File: src/rtl/spi_sel_pkg.sv
package spi_sel_pkg;
  localparam logic [1:0] ADR_DATA = 2'd0;
  localparam logic [1:0] ADR_CMD  = 2'd1;
  localparam logic [1:0] ADR_MODE = 2'd2;
  localparam logic [1:0] ADR_STAT = 2'd3;
  localparam logic [2:0] SELMODE_REG = 3'b000;
  localparam int ST_BUSY = 0;
  localparam int ST_HOLD = 1;
  localparam int ST_RXF  = 2;
endpackage

File: src/rtl/spi_sel_regs.sv
module spi_sel_regs
  import spi_sel_pkg::*;
#(
  parameter int DATA_W = 8,
  parameter int DIV_W  = 8
) (
  input  logic              clk,
  input  logic              rst,
  input  logic              wr_en,
  input  logic              rd_en,
  input  logic [1:0]        addr,
  input  logic [2*DATA_W-1:0] wdata,
  input  logic [1:0]        be,
  output logic [2*DATA_W-1:0] rdata,
  input  logic              cmd_we,
  input  logic              cmd_sel,
  output logic [2:0]        sel_mode,
  output logic              cpol,
  output logic              cpha,
  output logic [DIV_W-1:0]  div,
  output logic              sel_bit,
  output logic              hold_full,
  output logic [DATA_W-1:0] hold_data,
  input  logic              hold_take,
  input  logic              rx_done,
  input  logic [DATA_W-1:0] rx_byte,
  input  logic              busy
);
  localparam int BUS_W = 2 * DATA_W;

  logic              rx_full;
  logic [DATA_W-1:0] rx_data;
  logic wr_lo, wr_hi, wr_cmd, wr_mode, rd_data;

  assign wr_lo   = wr_en && addr == ADR_DATA && be[0];
  assign wr_hi   = wr_en && addr == ADR_DATA && be[1];
  assign wr_cmd  = wr_en && addr == ADR_CMD  && be[0];
  assign wr_mode = wr_en && addr == ADR_MODE;
  assign rd_data = rd_en && addr == ADR_DATA;

  always_ff @(posedge clk) begin
    if (rst) begin
      sel_mode  <= '0;
      cpol      <= 1'b0;
      cpha      <= 1'b0;
      div       <= '0;
      sel_bit   <= 1'b0;
      hold_full <= 1'b0;
      hold_data <= '0;
      rx_full   <= 1'b0;
      rx_data   <= '0;
    end else begin
      if (wr_mode) begin
        sel_mode <= wdata[2:0];
        cpol     <= wdata[3];
        cpha     <= wdata[4];
        div      <= wdata[DATA_W +: DIV_W];
      end
      if (wr_hi)       sel_bit <= wdata[DATA_W];
      else if (wr_cmd) sel_bit <= wdata[0];
      else if (cmd_we) sel_bit <= cmd_sel;
      if (wr_lo) begin
        hold_data <= wdata[DATA_W-1:0];
        hold_full <= 1'b1;
      end else if (hold_take) begin
        hold_full <= 1'b0;
      end
      if (rx_done) begin
        rx_data <= rx_byte;
        rx_full <= 1'b1;
      end else if (rd_data) begin
        rx_full <= 1'b0;
      end
    end
  end

  always_ff @(posedge clk) begin
    if (rst) begin
      rdata <= '0;
    end else if (rd_en) begin
      rdata <= '0;
      case (addr)
        ADR_DATA: rdata[DATA_W-1:0] <= rx_data;
        ADR_CMD:  rdata[0] <= sel_bit;
        ADR_MODE: begin
          rdata[2:0] <= sel_mode;
          rdata[3]   <= cpol;
          rdata[4]   <= cpha;
          rdata[DATA_W +: DIV_W] <= div;
        end
        default: begin
          rdata[ST_BUSY] <= busy;
          rdata[ST_HOLD] <= hold_full;
          rdata[ST_RXF]  <= rx_full;
        end
      endcase
    end
  end

  // combined write loads character and select together
  a_r3_word_write: assert property (@(posedge clk) disable iff (rst)
    (wr_lo && wr_hi && wdata[DATA_W]) |=> (sel_bit && hold_full));
  // command port alone updates the select bit
  a_r4_cmd_port: assert property (@(posedge clk) disable iff (rst)
    (cmd_we && !wr_hi && !wr_cmd) |=> (sel_bit == $past(cmd_sel)));
  // finished character sets the flag, a read clears it
  a_r12_rx_set: assert property (@(posedge clk) disable iff (rst)
    rx_done |=> rx_full);
  a_r12_rx_clear: assert property (@(posedge clk) disable iff (rst)
    (rd_data && !rx_done) |=> !rx_full);
  // a data write always leaves the holding register full
  a_r11_hold_fill: assert property (@(posedge clk) disable iff (rst)
    wr_lo |=> hold_full);

  logic unused_bus;
  assign unused_bus = ^{BUS_W{1'b0}};
endmodule

File: src/rtl/spi_sel_clkgen.sv
module spi_sel_clkgen #(
  parameter int DIV_W = 8
) (
  input  logic             clk,
  input  logic             rst,
  input  logic             run,
  input  logic [DIV_W-1:0] div,
  output logic             tick
);
  logic [DIV_W-1:0] cnt;

  assign tick = run && (cnt == div);

  always_ff @(posedge clk) begin
    if (rst || !run) cnt <= '0;
    else if (cnt == div) cnt <= '0;
    else cnt <= cnt + DIV_W'(1);
  end

  // the count never passes the divisor while running
  a_r9_cnt_bound: assert property (@(posedge clk) disable iff (rst)
    (run && cnt == div) |=> (cnt == '0));
endmodule

File: src/rtl/spi_sel_shifter.sv
module spi_sel_shifter #(
  parameter int DATA_W = 8
) (
  input  logic              clk,
  input  logic              rst,
  input  logic              start,
  input  logic [DATA_W-1:0] load_byte,
  input  logic              cpol,
  input  logic              cpha,
  input  logic              tick,
  input  logic              miso,
  output logic              busy,
  output logic              free,
  output logic              sck,
  output logic              mosi,
  output logic              done,
  output logic [DATA_W-1:0] rx_byte
);
  localparam int EDGES  = 2 * DATA_W;
  localparam int EDGE_W = $clog2(EDGES);
  localparam logic [EDGE_W-1:0] LAST = EDGE_W'(EDGES - 1);

  logic [EDGE_W-1:0] ecnt;
  logic              sck_ph;
  logic [DATA_W-1:0] sh, rx_sh, rx_next;
  logic              lead, is_samp, last_edge;

  assign lead      = ~ecnt[0];
  assign is_samp   = lead ^ cpha;
  assign last_edge = busy && tick && ecnt == LAST;
  assign free      = !busy || last_edge;
  assign rx_next   = {rx_sh[DATA_W-2:0], miso};
  assign sck       = sck_ph ^ cpol;

  always_ff @(posedge clk) begin
    if (rst) begin
      busy    <= 1'b0;
      ecnt    <= '0;
      sck_ph  <= 1'b0;
      sh      <= '0;
      rx_sh   <= '0;
      mosi    <= 1'b0;
      done    <= 1'b0;
      rx_byte <= '0;
    end else begin
      done <= 1'b0;
      if (busy && tick) begin
        sck_ph <= ~sck_ph;
        if (is_samp) begin
          rx_sh <= rx_next;
        end else begin
          mosi <= sh[DATA_W-1];
          sh   <= sh << 1;
        end
        if (ecnt == LAST) begin
          busy    <= 1'b0;
          done    <= 1'b1;
          rx_byte <= is_samp ? rx_next : rx_sh;
          ecnt    <= '0;
        end else begin
          ecnt <= ecnt + EDGE_W'(1);
        end
      end
      if (start) begin
        busy   <= 1'b1;
        ecnt   <= '0;
        sck_ph <= 1'b0;
        if (cpha) begin
          sh <= load_byte;
        end else begin
          sh   <= load_byte << 1;
          mosi <= load_byte[DATA_W-1];
        end
      end
    end
  end

  // SCK moves only on divider ticks
  a_r9_edge_on_tick: assert property (@(posedge clk) disable iff (rst)
    (busy && !tick) |=> $stable(sck_ph));
  // an idle shifter leaves SCK at its polarity level
  a_r7_idle_level: assert property (@(posedge clk) disable iff (rst)
    !busy |-> (sck == cpol));
endmodule

File: src/rtl/spi_sel_master.sv
module spi_sel_master
  import spi_sel_pkg::*;
#(
  parameter int DATA_W = 8,
  parameter int DIV_W  = 8
) (
  input  logic                clk,
  input  logic                rst,
  input  logic                wr_en,
  input  logic                rd_en,
  input  logic [1:0]          addr,
  input  logic [2*DATA_W-1:0] wdata,
  input  logic [1:0]          be,
  output logic [2*DATA_W-1:0] rdata,
  input  logic                cmd_we,
  input  logic                cmd_sel,
  output logic                sck,
  output logic                mosi,
  input  logic                miso,
  output logic                ss_n
);
  logic [2:0]        sel_mode;
  logic              cpol, cpha, sel_bit, hold_full, hold_take;
  logic [DIV_W-1:0]  div;
  logic [DATA_W-1:0] hold_data, rx_byte;
  logic              rx_done, busy, free, tick, ss_act, mode_ok;

  assign mode_ok   = (sel_mode == SELMODE_REG);
  assign hold_take = mode_ok && ss_act && sel_bit && hold_full && free;
  assign ss_n      = ~ss_act;

  always_ff @(posedge clk) begin
    if (rst) ss_act <= 1'b0;
    else     ss_act <= (mode_ok && sel_bit) || (ss_act && busy);
  end

  spi_sel_regs #(.DATA_W(DATA_W), .DIV_W(DIV_W)) u_regs (
    .clk(clk), .rst(rst), .wr_en(wr_en), .rd_en(rd_en), .addr(addr),
    .wdata(wdata), .be(be), .rdata(rdata), .cmd_we(cmd_we),
    .cmd_sel(cmd_sel), .sel_mode(sel_mode), .cpol(cpol), .cpha(cpha),
    .div(div), .sel_bit(sel_bit), .hold_full(hold_full),
    .hold_data(hold_data), .hold_take(hold_take), .rx_done(rx_done),
    .rx_byte(rx_byte), .busy(busy)
  );

  spi_sel_clkgen #(.DIV_W(DIV_W)) u_clk (
    .clk(clk), .rst(rst), .run(busy), .div(div), .tick(tick)
  );

  spi_sel_shifter #(.DATA_W(DATA_W)) u_shift (
    .clk(clk), .rst(rst), .start(hold_take), .load_byte(hold_data),
    .cpol(cpol), .cpha(cpha), .tick(tick), .miso(miso), .busy(busy),
    .free(free), .sck(sck), .mosi(mosi), .done(rx_done), .rx_byte(rx_byte)
  );

  // outside mode 000 an idle link is never selected
  a_r1_mode_gate: assert property (@(posedge clk) disable iff (rst)
    (!mode_ok && ss_n) |=> ss_n);
  // deselect with nothing shifting releases next cycle
  a_r2_release: assert property (@(posedge clk) disable iff (rst)
    (!ss_n && !sel_bit && !busy) |=> ss_n);
  // a character in flight keeps the slave selected
  a_r10_hold_select: assert property (@(posedge clk) disable iff (rst)
    (!ss_n && busy) |=> !ss_n);
  // shifting happens only under select
  a_r5_busy_selected: assert property (@(posedge clk) disable iff (rst)
    busy |-> !ss_n);
endmodule

File: config.mk
export PLATFORM = sky130hd
export DESIGN_NAME = spi_sel_master
export DESIGN_NICKNAME = d
export VERILOG_FILES = /design/src/rtl/spi_sel_pkg.sv /design/src/rtl/spi_sel_regs.sv /design/src/rtl/spi_sel_clkgen.sv /design/src/rtl/spi_sel_shifter.sv /design/src/rtl/spi_sel_master.sv
export SDC_FILE = /design/constraint.sdc
export NUM_CORES = 1
export LEC_CHECK = 0
export BUFFER_PORTS_ARGS = -buffer_cell sky130_fd_sc_hd__buf_2
export CAP_MARGIN = 20
export CORE_ASPECT_RATIO = 0.5
export CORE_MARGIN = 2
export CORE_UTILIZATION = 45
export DETAILED_ROUTE_END_ITERATION = 8
export HOLD_SLACK_MARGIN = 0.05
export PLACE_DENSITY = 0.67
export SETUP_SLACK_MARGIN = 0.2
export SLEW_MARGIN = 20
export SYNTH_ARGS = -nofsm -noshare
export SYNTH_HDL_FRONTEND = slang
export SYNTH_SLANG_ARGS = --single-unit
File: constraint.sdc
create_clock -name clk -period 2.3 [get_ports clk]
set_clock_uncertainty 0.1 [all_clocks]
set_input_delay 0.23 -clock clk [delete_from_list [all_inputs] [get_ports clk]]
set_output_delay 0.23 -clock clk [all_outputs]
set_load 0.01 [all_outputs]
==> summary.md, run 1 <==
| Metric | Value |
|---|---|
| Status | completed |
| Part of the power in the clock network | 45.2% |
| Crit-path max FO | 5 |
| Post-detailed-route count of antenna-violating nets | 0 |
| Fraction of final layout cells with drive strength greater than 1 | 18.9% |
| Path type of the worst setup path | flip-flop to flip-flop |
| Cell with the largest stage delay on the worst path | nor4_4 |
| Number of nets in the synthesized netlist | 438 |
| All-Layer GR Usage | 19.0% |
| Kind of path behind the tightest hold check | primary input to flip-flop |
| Met2 routing resource usage after global routing | 28.3% |
| Storage cell area | 1780 µm² |
| Worst path max stage delay | 0.37 ns |
| Internal | 2540 µW |
| Worst slew margin relative to its limit | 62.3% |
| Overall die area | 9000 µm² |
| Layout filler cell count | 743 |
| CP bufs+invs | 2 |
| Overall power | 3230 µW |
| Wire per inst | 14.1 µm |
| Max cap viols | 0 |
| Clock Sink Count | 89 |
| Grt peak-use layer | met2 |
| Minimum clock period | 2.03 ns |
| Pwr Density | 701 nW/µm² |
| Part of the total power dissipated in sequential elements | 48.7% |
| Number of search-and-repair iterations in the first detailed-routing pass | 4 |
| Largest voltage drop on the vdd net | 0.352 mV |
| CP endpoint kind | flip-flop |
| Commonest non-fill, non-tap cells in the layout | dfxtp_1 (87), nand2_1 (52), buf_2 (45) |
| Die Span X | 132 µm |
| Max Buffers Root-to-Sink | 2 |
| Clock-pin slew on the worst setup and hold paths | 0.06 ns |
| Most common library cell in the layout ignoring fill and taps | dfxtp_1 |
| Number of inserted diodes | 0 |
| Count of distinct cell types in the synthesized netlist | 36 |
| Fmax | 493 MHz |
| Starting utilization of the core area | 46.4% |
| Top-Level Pins | 46 |
| Hold violation total from the final report | 0 |
| Wire length reported by the detailed router | 8310 µm |
| Overall overflow remaining after global route | 0 |
| Combinational power share | 6.0% |
| GR Layer Usage met1 | 25.8% |
| Worst Path Required | 2.47 ns |
| Vias in the first global route | 2665 |
| Worst-Margin Slew | 0.565 ns |
| Async SR Flop Fraction | 0% |
| Number of buffers created by CTS | 9 |
| RSZ-0062 raised after global routing | no |
| Number of rows created at floorplan | 23 |
| IO Port Bufs | 45 |
| Dpl hpwl | 5730 µm |
| Final RePlAce weighted congestion | 0.759 |
| Number of vias in the routed layout | 3002 |
| List of cells traversed by the critical path | xor2_1, nor4_4, buf_4, nand3_2, buf_6, or3_1, a21oi_2 |
| Global-route wire length before repair | 13100 µm |
| Sequential fraction of the synthesis area | 48.2% |
| Slew Viols, Final | 0 |
| Area of combinational cells with multiple inputs | 1850 µm² |
| Area of the core region | 7970 µm² |
| Instance count of the mapped netlist | 409 |
| Antenna violations before repair | 0 |
| FF+latch count, synth | 89 |
| Met3 routing resource usage after global routing | 6.00% |
| Height of the die | 68.1 µm |
| Detailed-route DRC error count | 0 |
| Cell family contributing the most delay on the critical path | simple AND/OR/NAND/NOR gates |
| Syn Area/Cell | 9.03 µm² |
| Ys flop type | dfxtp_1 |
| Area Growth Syn to Fin | 24.5% |
| CTS tree | built |
| Number of synthesized flops with an enable pin | 0 |
| Worst skew pair latency | 0.34 ns |
| 1st-iter DRT viols | 164 |
| Total number of H-tree levels | 3 |
| Yosys Warn Count | 0 |
| Cell area after technology mapping | 3690 µm² |
| Setup TNS | 0 ns |
| Final cycle utilization of the critical path | 88.1% |
| Ratio of routed vias to standard cells | 5.11 |
| Critical path arrival | 2.20 ns |
| Net Sw Frac | 21.2% |
| Maximum number of pins on one net before global-route repair | 31 |
| Root buffer cell | clkbuf_16 |
| Total of endpoints with negative setup slack in the final report | 0 |
| Net total in the final layout | 500 |
| Static leakage | 0.00189 µW |
| Switching power | 685 µW |
| Setup crit start kind | flip-flop |
## state kept, by name (all words and copies together), names as in the netlist
| name | flops |
|---|---|
| ss_act | 1 |
| u_clk.cnt | 8 |
| u_regs.cpha | 1 |
| u_regs.cpol | 1 |
| u_regs.div | 8 |
| u_regs.hold_data | 8 |
| u_regs.hold_full | 1 |
| u_regs.rdata | 16 |
| u_regs.rx_data | 8 |
| u_regs.rx_full | 1 |
| u_regs.sel_bit | 1 |
| u_regs.sel_mode | 3 |
| u_shift.busy | 1 |
| u_shift.done | 1 |
| u_shift.ecnt | 4 |
| u_shift.mosi | 1 |
| u_shift.rx_byte | 8 |
| u_shift.rx_sh | 8 |
| u_shift.sck_ph | 1 |
| u_shift.sh | 8 |
## path summary, 6_finish.rpt
kind                      start                 end  slack (ns)  depth (start not counted)
min reg2reg  u_shift.rx_byte[7]  u_shift.rx_byte[7]        0.35                          2
max               u_regs.div[1]     u_shift.ecnt[3]        0.27                          7
min                    wdata[9]       u_regs.div[1]        0.06                          3
max reg2reg       u_regs.div[1]     u_shift.ecnt[3]        0.27                          7
## cell families after synthesis
kind of cell	after synthesis	synth area share (%)
and+or+nand+nor	152	19.5
DFF	89	48.2
AOI/OAI and AO/OA	73	11.9
muxes	43	12.1
buffers and inverters	31	3.15
xor gates and xnor gates	19	4.50
adders and majority gates	2	0.677
## cells in the mapped netlist, types with 3 or more instances
| cell | count | area (µm²) |
|---|---|---|
| a211oi_1 | 9 | 67.6 |
| clkbuf_1 | 25 | 93.8 |
| nand2b_1 | 12 | 75.1 |
| mux2i_1 | 39 | 390 |
| inv_1 | 5 | 18.8 |
| nand3_1 | 19 | 95.1 |
| nor3_1 | 3 | 15.0 |
| nor2b_1 | 8 | 50.1 |
| mux2_2 | 3 | 33.8 |
| and3_1 | 5 | 31.3 |
| a2111oi_0 | 7 | 61.3 |
| xor2_1 | 18 | 158 |
| nand4_1 | 3 | 18.8 |
| nor2_1 | 40 | 150 |
| nand2_1 | 52 | 195 |
| dfxtp_1 | 89 | 1780 |
| a21oi_1 | 37 | 185 |
| o21ai_0 | 3 | 15.0 |
| o21ai_1 | 8 | 40.0 |
## metrics by stage
| stage | hold slack, ns | std cells | instance area, µm² | utilization, % | setup WS, ns |
|---|---|---|---|---|---|
| finish | 0.0605 | 587 | 4600 | 57.7 | 0.273 |
| global route | 0.0620 | 587 | 4600 | 57.7 | 0.186 |
| CTS | 0.0506 | 586 | 4560 | 57.2 | 0.204 |
| detailed placement | 0.343 | 555 | 4080 | 51.2 | 0.0719 |
| global placement | 0.339 | 555 | 4080 | 51.2 | 0.143 |
| floorplan | 0.266 | 409 | 3700 | - | 0.212 |
## power by group through the flow
stage / clock (µW) / sequential, µW / combinational, µW
detailed placement: 0 / 1610 / 163
global route: 1560 / 1570 / 212
floorplan: 0 / 1600 / 95.9
CTS: 1490 / 1570 / 187
global placement: 0 / 1610 / 162
finish: 1460 / 1570 / 195
## layout make-up
type | instances | share of cell area [%]
inverters | 5 | 0.408
repair buffers | 77 | 11.1
clock inverters | 2 | 0.816
multi-input cells | 289 | 40.2
well taps | 112 | 3.05
flip-flops and latches | 89 | 38.8
clock buffers | 13 | 5.66
## what timing repair did
item | in CTS | in global routing
pin swaps | 1 | 2
endpoints found under the hold margin | 17 | 0
hold buffers | 15 | 0
gates resized for setup | 4 | 9
setup endpoints to repair | 13 | 17
buffers inserted | 1 | 1
## worst reg2reg max path, delay by kind of cell (launching register included)
kind                   cells  cell delay [ns]
AND/OR/NAND/NOR            3             0.82
AO/OA/AOI/OAI              1             0.14
XOR/XNOR                   1             0.19
buffers and inverters      2             0.36
flip-flops                 1             0.33
## per-layer routing
layer | vias to the layer above | part of all wire, %
li1 | 1546 | -
met1 | 1393 | 51
met2 | 53 | 44
met3 | 10 | 4.0
met4 | 0 | 0.89
met5 | - | 0
No activity file was read; power rests on OpenSTA's default activity.
==> inputs of run 2 (changes only) <==
--- a/config.mk
+++ b/config.mk
@@ -7,13 +7,16 @@
 export LEC_CHECK = 0
 export BUFFER_PORTS_ARGS = -buffer_cell sky130_fd_sc_hd__buf_2
 export CAP_MARGIN = 20
+export CELL_PAD_IN_SITES_DETAIL_PLACEMENT = 0
+export CELL_PAD_IN_SITES_GLOBAL_PLACEMENT = 2
 export CORE_ASPECT_RATIO = 0.5
 export CORE_MARGIN = 2
-export CORE_UTILIZATION = 45
+export CORE_UTILIZATION = 32
 export DETAILED_ROUTE_END_ITERATION = 8
 export HOLD_SLACK_MARGIN = 0.05
-export PLACE_DENSITY = 0.67
+export PLACE_DENSITY_LB_ADDON = 0.1
 export SETUP_SLACK_MARGIN = 0.2
+export SKIP_CTS_REPAIR_TIMING = 1
 export SLEW_MARGIN = 20
 export SYNTH_ARGS = -nofsm -noshare
 export SYNTH_HDL_FRONTEND = slang
==> run 2 against run 1 <==
Effect of this change:
- final cell count increased by 4.1%
- global-route usage down 3.5 points
- die area rose by 39%
- register-to-register slack improved by 0.02 ns
- cell area down 1.6%
- non-clock buffer count fell by 10
- critical path depth did not move
- sequential share of layout area rose by 0.58 points
- largest power group unchanged
- routed wire length is 10% higher
- setup slack better by 0.019 ns
- core utilization is 17 points lower
- critical endpoint is now u_shift.mosi
==> summary.md, run 2 (synthesis gave the netlist of run 1 again) <==
| Metric | Value |
|---|---|
| Status | completed |
| Static leakage | 0.00184 µW (-2.3%) |
| Setup crit start kind | flip-flop |
| Setup TNS | 0 ns (unchanged) |
| Fraction of final layout cells with drive strength greater than 1 | 19.5% (+0.58 points) |
| Commonest non-fill, non-tap cells in the layout | dfxtp_1 (89), nand2_1 (52), buf_2 (45) |
| Die Span X | 156 µm (+18%) |
| Vias in the first global route | 2809 (+5.4%) |
| Clock-pin slew on the worst setup and hold paths | 0.06 ns (about the same) |
| Post-detailed-route count of antenna-violating nets | 0 (unchanged) |
| Root buffer cell | clkbuf_16 |
| CTS tree | built |
| Overall die area | 12500 µm² (+39%) |
| Max FFs per register | 16 (unchanged) |
| Minimum clock period | 2.01 ns (-0.0191 ns) |
| Met3 routing resource usage after global routing | 4.40% (-1.6 points) |
| Most common library cell in the layout ignoring fill and taps | dfxtp_1 |
| All-Layer GR Usage | 15.4% (-3.5 points) |
| Ratio of routed vias to standard cells | 4.86 (-5.0%) |
| IO Port Bufs | 45 (unchanged) |
| Detailed-route DRC error count | 0 (unchanged) |
| Total of endpoints with negative setup slack in the final report | 0 (unchanged) |
| Global-route wire length before repair | 14800 µm (+13%) |
| Pwr Density | 721 nW/µm² (+2.8%) |
| Worst slew margin relative to its limit | 63.6% (+1.3 points) |
| 1st-iter DRT viols | 176 (+7.3%) |
| Overall overflow remaining after global route | 0 (unchanged) |
| Total number of H-tree levels | 3 (unchanged) |
| Number of buffers created by CTS | 9 (unchanged) |
| Number of inserted diodes | 0 (unchanged) |
| Clock Sink Count | 89 (unchanged) |
| Worst-Margin Slew | 0.545 ns (-0.0204 ns) |
| Wire per inst | 15.0 µm (+5.9%) |
| Final RePlAce weighted congestion | 0.747 (-1.6%) |
| Post-placement worst setup slack | 0.109 ns (+0.0368 ns) |
| Hold violation total from the final report | 0 (unchanged) |
| Post-route setup slack | 0.292 ns (+0.0191 ns) |
| Grt peak-use layer | met2 |
| Post-Route Hold Slack | 0.0300 ns (-0.0305 ns) |
| Number of vias in the routed layout | 2970 (-1.1%) |
| Net total in the final layout | 490 (-2.0%) |
| Area of the core region | 11100 µm² (+39%) |
| CP endpoint kind | flip-flop |
| GR Layer Usage met1 | 21.6% (-4.3 points) |
| Dpl hpwl | 6580 µm (+15%) |
| Register with the most flip-flops | u_regs.rdata |
| Max Buffers Root-to-Sink | 2 (unchanged) |
| Max cap viols | 0 (unchanged) |
| Largest voltage drop on the vdd net | 0.317 mV (-10%) |
| Path type of the worst setup path | flip-flop to flip-flop |
| Kind of path behind the tightest hold check | primary input to flip-flop |
| Worst skew pair latency | 0.34 ns (about the same) |
| Fmax | 498 MHz (+0.95%) |
| Number of rows created at floorplan | 27 (+17%) |
| Final cycle utilization of the critical path | 87.3% (-0.83 points) |
| Crit-path max FO | 15 (+10) |
| Critical path arrival | 2.15 ns (-0.05 ns) |
| Starting utilization of the core area | 33.2% (-13 points) |
| Number of search-and-repair iterations in the first detailed-routing pass | 4 (unchanged) |
| RSZ-0062 raised after global routing | yes |
| Layout filler cell count | 1144 (+54%) |
| Antenna violations before repair | 0 (unchanged) |
| Slew Viols, Final | 0 (unchanged) |
| Top-Level Pins | 46 (unchanged) |
| Area Growth Syn to Fin | 22.5% |
| Met2 routing resource usage after global routing | 23.1% (-5.2 points) |
| Worst Path Required | 2.45 ns (-0.02 ns) |
| Height of the die | 80.0 µm (+17%) |
| Maximum number of pins on one net before global-route repair | 35 (+13%) |
| Wire length reported by the detailed router | 9160 µm (+10%) |
## run 2: changes by cell type in the layout (fill, tap and decap cells not counted), sizes merged
| cell | delta |
|---|---|
| clkinv | +2 |
| dlygate4sd3 | -10 |
| clkbuf | -1 |
## run 2: report_power, final
part           internal (µW)  total [µW]  switching [µW]
combinational           76.7         181             105
sequential              1560        1570            14.4
clock                    902        1510             606
total                   2540        3260             725
## run 2: layout make-up
cell class | instances | area, µm² | area share [%]
Multi-Input combinational cell | 289 | 1830 | 40.5
Sequential cell | 89 | 1780 | 39.4
Timing Repair Buffer | 67 | 403 | 8.90
Clock buffer | 12 | 256 | 5.67
Tap cell | 145 | 181 | 4.01
Clock inverter | 4 | 51.3 | 1.13
Inverter | 5 | 18.8 | 0.415
## run 2: worst paths after layout
path                      start            endpoint  slack (ns)  cells past startpoint
max               u_regs.div[7]        u_shift.mosi        0.29                      7
min                   wdata[12]       u_regs.div[4]        0.03                      3
max reg2reg       u_regs.div[7]        u_shift.mosi        0.29                      7
min reg2reg  u_shift.rx_byte[0]  u_shift.rx_byte[0]        0.35                      2
## run 2: through the flow
step	util (%)	cell area (µm²)	std cells	power [µW]
floorplan	-	3700	409	1700
global placement	37.0	4120	587	1770
detailed placement	37.0	4120	587	1770
CTS	39.8	4420	603	3290
global route	40.7	4530	611	3400
finish	40.7	4530	611	3260
## run 2: critical path, stage by stage (launching register included)
cell and delay (ns):
dfxtp_1 0.33, xor2_1 0.17, nor4_2 0.28, buf_4 0.21, a31oi_1 0.09, buf_4 0.19
or3_1 0.31, a221oi_1 0.25
## run 2: metal layers
layer | vias to the layer above | share of wire [%]
li1 | 1529 | -
met3 | 9 | 3.9
met2 | 46 | 43
met1 | 1386 | 52
met4 | 0 | 0.80
met5 | - | 0
